==> src/rtl/lut3_pkg.sv <==
package lut3_pkg;

   localparam int TBL_W = 8;
   localparam int IDX_W = 3;

   typedef enum logic [1:0] {
      LM_BITWISE = 2'b00,
      LM_WHOLE   = 2'b01,
      LM_SPARE2  = 2'b10,
      LM_SPARE3  = 2'b11
   } lut_mode_e;

   function automatic logic lut_pick(input logic [TBL_W-1:0] tbl,
                                     input logic hi, input logic mid,
                                     input logic lo);
      logic [IDX_W-1:0] idx;
      idx = {hi, mid, lo};
      return tbl[idx];
   endfunction

endpackage

==> src/rtl/lut3_table_sel.sv <==
module lut3_table_sel
   import lut3_pkg::*;
(
   input  logic [TBL_W-1:0] imm_tbl,
   input  logic [TBL_W-1:0] reg_tbl,
   input  logic             from_reg,
   output logic [TBL_W-1:0] tbl
);
   assign tbl = from_reg ? reg_tbl : imm_tbl;
endmodule

==> src/rtl/lut3_bitwise.sv <==
module lut3_bitwise
   import lut3_pkg::*;
#(
   parameter int WIDTH     = 64,
   parameter bit HAS_WHOLE = 1'b1
) (
   input  logic [TBL_W-1:0] tbl,
   input  logic [WIDTH-1:0] t_in,
   input  logic [WIDTH-1:0] a_in,
   input  logic [WIDTH-1:0] b_in,
   input  logic             whole_en,
   output logic [WIDTH-1:0] res
);
   logic [WIDTH-1:0] per_bit;

   for (genvar i = 0; i < WIDTH; i++) begin : g_bit
      assign per_bit[i] = lut_pick(tbl, t_in[i], a_in[i], b_in[i]);
   end

   if (HAS_WHOLE) begin : g_whole
      logic flag_res;
      assign flag_res = lut_pick(tbl, |t_in, |a_in, |b_in);
      assign res = whole_en ? {{(WIDTH-1){1'b0}}, flag_res} : per_bit;
   end else begin : g_no_whole
      logic unused_whole;
      assign unused_whole = whole_en;
      assign res = per_bit;
   end
endmodule

==> src/rtl/lut3_packed.sv <==
module lut3_packed
   import lut3_pkg::*;
#(
   parameter int WIDTH      = 64,
   parameter int LANE_W     = 8,
   parameter int MASK_LANES = 4
) (
   input  logic [TBL_W-1:0]      tbl,
   input  logic [WIDTH-1:0]      t_in,
   input  logic [3*LANE_W-1:0]   src_lanes,
   input  logic [MASK_LANES-1:0] lane_mask,
   output logic [WIDTH-1:0]      res
);
   localparam int NLANES = WIDTH / LANE_W;

   logic [LANE_W-1:0] lane_res;

   for (genvar k = 0; k < LANE_W; k++) begin : g_lbit
      assign lane_res[k] = lut_pick(tbl, src_lanes[k],
                                    src_lanes[LANE_W+k],
                                    src_lanes[2*LANE_W+k]);
   end

   for (genvar j = 0; j < NLANES; j++) begin : g_lane
      if (j < MASK_LANES) begin : g_masked
         assign res[j*LANE_W +: LANE_W] =
            lane_mask[j] ? lane_res : t_in[j*LANE_W +: LANE_W];
      end else begin : g_keep
         assign res[j*LANE_W +: LANE_W] = t_in[j*LANE_W +: LANE_W];
      end
   end
endmodule

==> src/rtl/lut3_unit.sv <==
module lut3_unit
   import lut3_pkg::*;
#(
   parameter int WIDTH      = 64,
   parameter int LANE_W     = 8,
   parameter int MASK_LANES = 4,
   parameter bit HAS_WHOLE  = 1'b1
) (
   input  logic                  clk,
   input  logic                  rst_n,
   input  logic                  in_valid,
   input  logic                  packed_en,
   input  logic                  tbl_from_reg,
   input  logic [1:0]            mode,
   input  logic [7:0]            imm_tbl,
   input  logic [WIDTH-1:0]      t_old,
   input  logic [WIDTH-1:0]      a_val,
   input  logic [WIDTH-1:0]      b_val,
   input  logic [WIDTH-1:0]      c_val,
   input  logic [MASK_LANES-1:0] lane_mask,
   output logic                  out_valid,
   output logic [WIDTH-1:0]      result
);
   localparam int SRC_W = 3 * LANE_W;

   if (WIDTH % LANE_W != 0)
      $error("WIDTH must be a whole number of lanes");
   if (SRC_W > WIDTH)
      $error("three source lanes must fit in WIDTH");
   if (MASK_LANES * LANE_W > WIDTH)
      $error("masked lanes must fit in WIDTH");
   if (WIDTH <= TBL_W)
      $error("WIDTH must exceed the table width");

   logic [TBL_W-1:0] tbl;
   logic [WIDTH-1:0] bw_res;
   logic [WIDTH-1:0] pk_res;
   logic [WIDTH-1:0] next_res;
   logic             whole_en;
   logic             unused_c;

   assign unused_c = ^c_val[WIDTH-1:TBL_W];
   assign whole_en = (lut_mode_e'(mode) == LM_WHOLE);

   lut3_table_sel u_tsel (
      .imm_tbl  (imm_tbl),
      .reg_tbl  (c_val[TBL_W-1:0]),
      .from_reg (tbl_from_reg),
      .tbl      (tbl)
   );

   lut3_bitwise #(.WIDTH(WIDTH), .HAS_WHOLE(HAS_WHOLE)) u_bitwise (
      .tbl      (tbl),
      .t_in     (t_old),
      .a_in     (a_val),
      .b_in     (b_val),
      .whole_en (whole_en),
      .res      (bw_res)
   );

   lut3_packed #(.WIDTH(WIDTH), .LANE_W(LANE_W), .MASK_LANES(MASK_LANES)) u_packed (
      .tbl       (tbl),
      .t_in      (t_old),
      .src_lanes (a_val[SRC_W-1:0]),
      .lane_mask (lane_mask),
      .res       (pk_res)
   );

   assign next_res = packed_en ? pk_res : bw_res;

   always_ff @(posedge clk or negedge rst_n) begin
      if (!rst_n) begin
         out_valid <= 1'b0;
         result    <= '0;
      end else begin
         out_valid <= in_valid;
         if (in_valid) result <= next_res;
      end
   end


   valid_follow_chk: assert property (@(posedge clk) disable iff (!rst_n)
      in_valid |=> out_valid);

   valid_drop_chk: assert property (@(posedge clk) disable iff (!rst_n)
      !in_valid |=> !out_valid);

   result_hold_chk: assert property (@(posedge clk) disable iff (!rst_n)
      !in_valid |=> $stable(result));

   always_ff @(posedge clk) begin
      reset_clear_chk: assert (rst_n || (!out_valid && result == '0));
   end

   upper_keep_chk: assert property (@(posedge clk) disable iff (!rst_n)
      (in_valid && packed_en) |=>
      result[WIDTH-1:MASK_LANES*LANE_W] == $past(t_old[WIDTH-1:MASK_LANES*LANE_W]));

   for (genvar j = 0; j < MASK_LANES; j++) begin : g_lane_chk

      lane_keep_chk: assert property (@(posedge clk) disable iff (!rst_n)
         (in_valid && packed_en && !lane_mask[j]) |=>
         result[j*LANE_W +: LANE_W] == $past(t_old[j*LANE_W +: LANE_W]));
   end

   if (HAS_WHOLE) begin : g_whole_chk

      whole_upper_chk: assert property (@(posedge clk) disable iff (!rst_n)
         (in_valid && !packed_en && mode == 2'b01) |=> result[WIDTH-1:1] == '0);
   end


   zero_table_chk: assert property (@(posedge clk) disable iff (!rst_n)
      (in_valid && !packed_en && !tbl_from_reg && imm_tbl == 8'h00) |=> result == '0);
endmodule

==> config.mk <==
export PLATFORM = sky130hd
export DESIGN_NAME = lut3_unit
export DESIGN_NICKNAME = d
export VERILOG_FILES = /design/src/rtl/lut3_pkg.sv /design/src/rtl/lut3_table_sel.sv /design/src/rtl/lut3_bitwise.sv /design/src/rtl/lut3_packed.sv /design/src/rtl/lut3_unit.sv
export SDC_FILE = /design/constraint.sdc
export NUM_CORES = 1
export LEC_CHECK = 0
export CAP_MARGIN = 20
export CORE_MARGIN = 2
export CORE_UTILIZATION = 40
export DETAILED_ROUTE_END_ITERATION = 8
export DONT_BUFFER_PORTS = 1
export PLACE_DENSITY_LB_ADDON = 0.08
export SYNTH_ARGS = -nofsm -noshare
export SYNTH_HDL_FRONTEND = slang
export SYNTH_SLANG_ARGS = --single-unit
export TNS_END_PERCENT = 50
==> constraint.sdc <==
create_clock -name clk -period 0.84 [get_ports clk]
set_input_delay 0.084 -clock clk [delete_from_list [all_inputs] [get_ports clk]]
set_output_delay 0.084 -clock clk [all_outputs]
set_load 0.05 [all_outputs]
# Word level (Yosys, flattened, before mapping)
# Index checks and enable logic that the tools add are counted.
classes:
  magnitude_cmp: 73
  n_eq_ne: 1
  muxes: 153
  reduce_logical: 3
op_table:
  columns: ["op", "n"]
  rows:
  - ["3-bit by 4-bit < comparator with 1-bit output (second input constant)", 73]
  - ["1-bit binary-select mux with 3-bit select", 73]
  - ["64-bit OR reduction", 3]
  - ["64-bit 2-to-1 mux", 2]
  - ["1-bit 2-to-1 mux", 73]
  - ["8-bit 2-to-1 mux", 5]
  - ["2-bit by 1-bit equality test with 1-bit output (second input constant)", 1]
word_totals:
  regBits: 65
  input_bits: 275
  output_inout_bits: 65
  word_cells: 232

# Logic depth before layout (Yosys ltp)
# Gate-level depths: netlist (run 1).
logic_depth:
  ltp_word: 5
  ltp_mapped: 9
  depth_no_buf: 7

# By module
# A second synthesis (run 1) with hierarchy kept.
hier_totals:
  hier_cells: 788
  hier_area_um2: 8831.0
by_module_without_submodules:
  columns: ["mod", "n_inst", "cells_per_inst", "area_per_inst_um2", "seq_area_each_um2"]
  rows:
  - ["lut3_bitwise", 1, 392, 4545.6, 0.0]
  - ["lut3_unit", 1, 279, 2997.9, 1626.6]
  - ["lut3_packed", 1, 108, 1156.1, 0.0]
  - ["lut3_table_sel", 1, 9, 131.4, 0.0]

# Worst setup path before layout (run 1)
# No wires, ideal clock.
synth_timing:
  kind: "in2reg"
  start: "input tbl_from_reg"
  end: "register result[31]"
  setup_time_ns: 0.125
  t_arrival_ns: 1.755
  path_slack_ns: -1.039
  stages: 9
  n_path_buf: 2
  cell_sequence: "buf_6 > mux2_4 > clkbuf_2 > mux4_2 > nor2_1 > a21oi_2 > mux2i_1 > a21oi_1 > mux2_2"
synth_between:
  elab_chain_len: 5
  word_cells_on_any_way: 8
  cone_classes: "mux (8)"
synth_lines:
  columns: ["item", "line", "rtl"]
  rows:
  - ["from (decl)", "lut3_unit.sv:13", "input logic tbl_from_reg,"]
  - ["8-bit 2-to-1 mux (*)", "lut3_table_sel.sv:9", "assign tbl = from_reg ? reg_tbl : imm_tbl;"]
  - ["1-bit binary-select mux with 3-bit select", "lut3_pkg.sv:18", "return tbl[idx];"]
  - ["1-bit 2-to-1 mux (not written as such)", "lut3_pkg.sv:18", null]
  - ["64-bit 2-to-1 mux or 8-bit 2-to-1 mux (tied branches)", "lut3_bitwise.sv:23, lut3_packed.sv:27", null]
  - ["64-bit 2-to-1 mux (*)", "lut3_unit.sv:69", "assign next_res = packed_en ? pk_res : bw_res;"]
  - ["to (signal assigned)", "lut3_unit.sv:77", "if (in_valid) result <= next_res;"]
  - ["to (decl)", "lut3_unit.sv:22", "output logic [WIDTH-1:0] result"]
# Every way passes the cells marked *; elsewhere a longest branch is shown, timed or not. The select of a mux whose other input is x is not followed.
# A chain may end at the register's enable or synchronous reset.

# Final worst setup path (run 1)
layout_timing:
  start: "input b_val[28]"
  end: "register result[0]"
layout_between:
  elab_chain_len: 5
layout_lines:
  columns: ["item", "line", "rtl"]
  rows:
  - ["from (decl)", "lut3_unit.sv:18", "input logic [WIDTH-1:0] b_val,"]
  - ["64-bit OR reduction", "lut3_bitwise.sv:22", "assign flag_res = lut_pick(tbl, |t_in, |a_in, |b_in);"]
  - ["1-bit binary-select mux with 3-bit select", "lut3_pkg.sv:18", null]
  - ["1-bit 2-to-1 mux (not written as such)", "lut3_pkg.sv:18", null]
  - ["64-bit 2-to-1 mux", "lut3_bitwise.sv:23", "assign res = whole_en ? {{(WIDTH-1){1'b0}}, flag_res} : per_bit;"]
  - ["64-bit 2-to-1 mux", "lut3_unit.sv:69", null]
# Every way passes these cells. The select of a mux whose other input is x is not followed.

==> results of run 1 <==
-- routing by layer --
metal  track usage  vias up
met5             0        -
li1              -     3227
met3         0.135       94
met4         0.121        0
met1         0.403     3951
met2         0.517      558
-- final cells by class --
class	count	area, µm²	area share
Clock buffer	10	229	0.0212
Clock inverter	6	35.0	0.00324
Multi-Input combinational cell	591	6690	0.618
Sequential cell	65	1630	0.151
Tap cell	270	338	0.0312
Timing Repair Buffer	160	1900	0.175
-- power by group through the flow --
| stage | sequential [mW] | combinational, mW | clock [mW] |
|---|---|---|---|
| global placement | 3.94 | 6.87 | 0 |
| CTS | 3.99 | 7.93 | 3.63 |
| global route | 4.05 | 8.48 | 3.78 |
| floorplan | 5.57 | 3.47 | 0 |
| finish | 4.01 | 8.15 | 3.60 |
| detailed placement | 3.95 | 6.97 | 0 |
-- sequential cells by signal, summed over array words and instances (netlist names) --
register   flops
out_valid      1
result        64
-- kinds of logic (layout without fill, tap and decap cells) --
logic type / Yosys count / in the layout / share of synthesized area
and+or+nand+nor: 214 / 214 / 0.128
DFF: 65 / 65 / 0.197
muxes: 235 / 236 / 0.526
AOI/OAI and AO/OA: 141 / 141 / 0.0986
buffers and inverters: 97 / 176 / 0.0499
-- placed cells by master, fill, tap and decap left out, drive strengths merged, types with 32 or more instances in the layout --
| cell | n |
|---|---|
| buf | 159 |
| nor2 | 114 |
| dfrtp | 65 |
| nor4 | 51 |
| mux2 | 36 |
| or3 | 32 |
| mux2i | 56 |
| a31oi | 32 |
| o21ai | 33 |
| mux4 | 144 |
| a21oi | 54 |
-- through the flow --
| step | hold slack [ps] | total power [mW] | area [µm²] |
|---|---|---|---|
| floorplan | -212 | 9.04 | 8300 |
| global placement | -209 | 10.8 | 9470 |
| detailed placement | -208 | 10.9 | 9470 |
| CTS | -578 | 15.5 | 10700 |
| global route | -584 | 16.3 | 10800 |
| finish | -576 | 15.8 | 10800 |
-- path summary, 6_finish.rpt --
kind	end	from	depth (start not counted)
max in group asynchronous	result[3]	rst_n	0
min in group clk	out_valid	in_valid	0
worst min register to register	result[0]	result[0]	2
worst max-delay path	result[0]	b_val[28]	8
worst min-delay path	result[33]	rst_n	0
worst max register to register	result[25]	result[25]	1
-- repair_timing --
action                                  4_1_cts  5_1_grt
cloned                                        8        1
endpoints found under the hold margin       130      130
gates resized for setup                     184       66
buffers inserted                             12        5
pin swaps                                    57       39
endpoints found under the setup margin      129      129
-- critical path: stages --
cell	delay, ps
sky130_fd_sc_hd__nor4_1	340
sky130_fd_sc_hd__nand4_1	270
sky130_fd_sc_hd__nor4_4	300
sky130_fd_sc_hd__buf_4	180
sky130_fd_sc_hd__mux2i_1	70
sky130_fd_sc_hd__mux2_2	260
sky130_fd_sc_hd__mux2i_1	160
sky130_fd_sc_hd__o211ai_2	110
==> impl_summary.txt, run 1 <==
----------------------------------------------------
[Clocking]
  Master cell of the clock root buffer ... sky130_fd_sc_hd__clkbuf_16
  TritonCTS sink count ... 65
  Clock H-tree levels ... 3
  Latest clock arrival within the worst-skew pair ... ~350 ps
  Maximum buffer depth of the clock tree ... 2
  Clock slew seen by the registers of the worst setup and hold paths ... 60 ps
  TritonCTS clock tree ... built
  Clock buffers created by TritonCTS ... 9

[Cells and area]
  Number of antenna cells inserted ... 0
  Number of fillers in the final layout ... approximately 1.8k
  Layout Utilization ... 0.534
  Final-stage net count ... 1102
  Layout cell share with drive strength beyond 1 ... 0.502
  Count of placed standard cells in the final layout, fillers left out ... 1102
  Area added between synthesis and finish ... 31.1%

[Die]
  Starting Density ... 0.408
  Std cell rows ... 52
  Vertical die dimension ... between 100 and 150 µm
  Core Region ... 20200 µm²
  Num ports ... 340
  Die width ... 148 µm
  Area enclosed by the die boundary ... approximately 22000 µm²

[GRT]
  Total global routing overflow ... 0
  Maximum number of pins on one net before global-route repair ... 99
  Wire length of the first global-routing pass ... 52800 µm
  Vias in the first global route ... 7907
  Global routing usage summed across all routing layers ... 0.327
  Initial antenna violation count ... 0

[Synthesis]
  #FFs+latches synth ... 65
  Cell types with the largest area share after synthesis ... sky130_fd_sc_hd__mux4_2 33%, sky130_fd_sc_hd__dfrtp_1 20%, sky130_fd_sc_hd__mux4_1 7.3%
  Cell with the most instances after synthesis ... sky130_fd_sc_hd__mux4_2
  Net Count, Synth ... 1027
  Yosys top cell by area ... sky130_fd_sc_hd__mux4_2
  Post-synthesis async set-or-reset flop share ... 1.00
  Post-synthesis instance area ... approximately 8200 µm²
  Main synth FF type ... sky130_fd_sc_hd__dfrtp_1
  Count of yosys warnings during synthesis ... 0
  Avg Cell Area, Syn ... 11.0 µm²
  Number of flops mapped to enable cells by yosys ... 0
  Library cells used by synthesis ... 30
  Most instantiated cells after synthesis ... 121 x sky130_fd_sc_hd__mux4_2, 114 x sky130_fd_sc_hd__nor2_1, 74 x sky130_fd_sc_hd__clkbuf_1, 65 x sky130_fd_sc_hd__dfrtp_1, 52 x sky130_fd_sc_hd__a21oi_1
  Area share of the largest cell type after synthesis ... 0.330
  Cells after synthesis ... 752
  Share of the yosys chip area belonging to registers ... 0.197

[Job]
  Max-cap violation count ... 0

[Worst hold path]
  Worst min-delay path category ... primary input to asynchronous set/reset pin

[Drt]
  Mean routed wirelength per cell ... 33.0 µm
  Post-route ant nets ... 0
  Top routing layer in use ... met4
  Routed via count divided by cell count ... 7.11
  DRT Pass-1 Iters ... 5
  Count of vias placed by the detailed router ... approximately 8k
  Final WL ... 36300 µm
  Detail Route met3 WL ... ~5000 µm
  Post-detailed-route DRC marker count ... 0
  DRT met1 WL ... 12800 µm
  Detail Route met2 WL ... around 17000 µm
  Initial DRC count ... 710

[Place]
  Half-perimeter wire length of the detailed placement result ... 26300 µm
  Number of placed instances, taps included ... 1068
  Placer's final routability congestion estimate ... 0.879
  Post-placement worst setup slack ... -1390 ps
  Quantity of I/O buffers inserted on ports ... 0

[Power and ir drop]
  Power density over the cells ... ~1500 nW/µm²
  Power Internal ... 9.71 mW
  Part of the total power dissipated in the clock network ... 0.229
  Net switching power ... roughly 6.1 mW
  VDD IR-drop max ... 0.000778 V
  Part of the power in combinational logic ... 0.517
  Sw frac ... 0.384
  Leakage power ... 3.92 nW
  Share of power burned in registers ... 0.254

[STA]
  Min Clock Period, post-route ... approximately 1500 ps
  Layout Skew ... 0 ps
  Worst-Margin Slew ... between 400 and 500 ps
  Achievable clock frequency ... 646 MHz
  Final setup violation count ... around 130
  Relative max-transition margin ... 0.689
  Number of slew-limit violations in the final report ... 0
  Worst Hold Slack ... -576 ps
  Final period utilization ... 1.84
  Count of final hold-check violations ... 130
  Setup TNS Final ... -44580 ps
  Crit path setup slack, layout ... -709 ps
  Unrepaired setup endpoints after global routing ... yes

[Critical path]
  WP data required ... 1070 ps
  Critical path capture point type ... flip-flop
  Arrival @ worst endpoint ... 1770 ps
  Register-to-register setup slack ... 0 ps
  Highest net fanout along the worst path ... 4
  Category of the critical setup timing path ... primary input to flip-flop
  Launching element type of the critical path ... primary input

[Run status]
  Run status ... finished, violations left
  Violations in the final reports ... hold timing, setup timing

----------------------------------------------------
Note: power is estimated with default switching activity, not from simulation.
==> inputs of run 2 (changes only) <==
SLEW_MARGIN = 40   (was unset)
==> results of run 2 <==
Final layout, timing and power as in run 1 (identical DEF).
==> inputs of run 3 (changes only) <==
ABC_CLOCK_PERIOD_IN_PS = 1900   (was unset)
clock period = 1.9 ns   (was 0.84 ns; I/O delays follow)
==> impl_summary.txt, run 3 (synthesis gave the netlist of run 1 again) <==
----------------------------------------------------
[GRT]
  Wire length of the first global-routing pass ... 50800 µm (-3.9%)
  Global routing usage summed across all routing layers ... 0.315 (-0.0118)
  Total global routing overflow ... 0 (unchanged)
  Initial antenna violation count ... 0 (unchanged)
  Vias in the first global route ... 7552 (-4.5%)
  Maximum number of pins on one net before global-route repair ... 98 (-1.0%)

[Critical path]
  Launching element type of the critical path ... primary input
  Critical path capture point type ... flip-flop
  Arrival @ worst endpoint ... 2030 ps (+260 ps)
  Highest net fanout along the worst path ... 4 (unchanged)
  WP data required ... 2130 ps (+1060 ps)
  Category of the critical setup timing path ... primary input to flip-flop

[STA]
  Final period utilization ... 0.947
  Setup TNS Final ... 0 ps (+44580 ps)
  Min Clock Period, post-route ... ~1800 ps
  Achievable clock frequency ... ~560 MHz
  Final setup violation count ... 0 (-100%)
  Count of final hold-check violations ... 0 (-100%)
  Layout Skew ... 0 ps (unchanged)
  Number of slew-limit violations in the final report ... 0 (unchanged)
  Relative max-transition margin ... 0.637 (-0.0518)
  Unrepaired setup endpoints after global routing ... no
  Worst-Margin Slew ... 533 ps (+76.0 ps)

[Drt]
  Post-detailed-route DRC marker count ... 0 (unchanged)
  Routed via count divided by cell count ... 7.23 (+1.8%)
  Final WL ... 34700 µm (-4.6%)
  Mean routed wirelength per cell ... 34.2 µm (+3.9%)
  Count of vias placed by the detailed router ... 7319 (-6.5%)
  DRT Pass-1 Iters ... 5 (unchanged)
  Initial DRC count ... 593 (-16%)
  Post-route ant nets ... 0 (unchanged)

[Place]
  Placer's final routability congestion estimate ... 0.872 (-0.80%)
  Half-perimeter wire length of the detailed placement result ... 25700 µm (-2.3%)
  Quantity of I/O buffers inserted on ports ... 0 (unchanged)

[Cells and area]
  Number of fillers in the final layout ... 1920 (+6.8%)
  Max FFs per register ... 64 (unchanged)
  Layout cell share with drive strength beyond 1 ... 0.348 (-0.155)
  Area added between synthesis and finish ... 11.1%
  Commonest cells after routing, fill and taps aside ... 121 x sky130_fd_sc_hd__mux4_2, 113 x sky130_fd_sc_hd__nor2_1, 65 x sky130_fd_sc_hd__dfrtp_1
  Most common library cell in the layout ignoring fill and taps ... sky130_fd_sc_hd__mux4_2
  Number of antenna cells inserted ... 0 (unchanged)
  Largest Register ... result
  Final-stage net count ... 1012 (-8.2%)
  Largest registers ... result: 64 flops, out_valid: 1 flops

[Clocking]
  Clock slew seen by the registers of the worst setup and hold paths ... 70 ps (about the same)
  TritonCTS sink count ... 65 (unchanged)
  Clock H-tree levels ... 3 (unchanged)
  Latest clock arrival within the worst-skew pair ... 350 ps (about the same)
  Maximum buffer depth of the clock tree ... 2 (unchanged)
  Master cell of the clock root buffer ... sky130_fd_sc_hd__clkbuf_16
  Clock buffers created by TritonCTS ... 9 (unchanged)
  Setup Fix Bufs, Post-CTS ... 0 (-12)
  CTS-repair resized insts ... 0 (-100%)
  TritonCTS clock tree ... built

[Power and ir drop]
  Leakage power ... 3.19 nW (-19%)
  Power density over the cells ... 667 nW/µm² (-54%)
  VDD IR-drop max ... 0.000392 V (-50%)
  Total power consumption of the routed design ... 6.11 mW (-61%)

[Die]
  Starting Density ... 0.408 (unchanged)
  Num ports ... 340 (unchanged)
  Core Region ... 20200 µm² (unchanged)
  Die width ... 148 µm (unchanged)
  Area enclosed by the die boundary ... 21800 µm² (unchanged)
  Std cell rows ... 52 (unchanged)
  Vertical die dimension ... 148 µm (unchanged)

[Job]
  Max-cap violation count ... 0 (unchanged)

[Run status]
  Run status ... finished, final reports clean

[Worst hold path]
  Worst min-delay path category ... primary input to flip-flop

----------------------------------------------------
run 3: changes by cell type in the layout (fill, tap and decap cells not counted), sizes merged:
cell	delta
buf	-92
mux2i	-1
dlygate4sd3	+4
clkinvlp	-1
run 3: worst max-delay path, stage by stage:
cell and delay, ps:
sky130_fd_sc_hd__nor4_1 480, sky130_fd_sc_hd__buf_4 200, sky130_fd_sc_hd__nand4_1 90, sky130_fd_sc_hd__nor4_2 280, sky130_fd_sc_hd__buf_4 180, sky130_fd_sc_hd__mux2i_1 80, sky130_fd_sc_hd__mux2_2 270, sky130_fd_sc_hd__mux2i_1 150
sky130_fd_sc_hd__o211ai_2 100
run 3: worst paths after layout:
| kind | start | to | slack (ps) | cells after the start |
|---|---|---|---|---|
| max | b_val[49] | result[0] | 100 | 9 |
| max in group asynchronous | rst_n | result[7] | 1170 | 2 |
| min reg2reg | result[56] | result[56] | 800 | 2 |
| max reg2reg | result[24] | result[24] | 830 | 1 |
| min in group asynchronous | rst_n | result[34] | 430 | 2 |
| min | t_old[51] | result[51] | 6 | 2 |
run 3: report_power, final:
group          internal (mW)  switching (mW)
combinational           1.14           0.850
sequential              1.58           0.918
clock                  0.916           0.709
total                   3.64            2.48
run 3: final cells by class:
cell class	count	area [µm²]	share of cell area
Multi-Input combinational cell	590	6310	0.689
Sequential cell	65	1630	0.178
Timing Repair Buffer	71	613	0.0669
Tap cell	270	338	0.0369
Clock buffer	11	243	0.0265
Clock inverter	5	31.3	0.00341
run 3: metal layers:
layer	track usage	wire length [µm]	up-vias
met5	0	0	-
met4	0.0904	871	0
met3	0.123	4390	58
met2	0.511	16500	456
met1	0.393	12900	3752
li1	-	-	3053
run 3: stage by stage:
stage	hold WS, ps	setup WS, ps	instance area [µm²]	cells	utilization
after global placement	-104	-235	8800	990	0.435
final	5.70	100	9160	1012	0.453
after CTS	0.886	149	9160	1012	0.453
after detailed placement	-103	-225	8800	990	0.435
after global routing	2.88	8.70	9160	1012	0.453
after floorplan	-106	-42.9	8280	752	-
run 3: timing repair:
action,CTS,global route
hold buffers,6,0
endpoints found under the hold margin,100,0
endpoints found under the setup margin,0,0
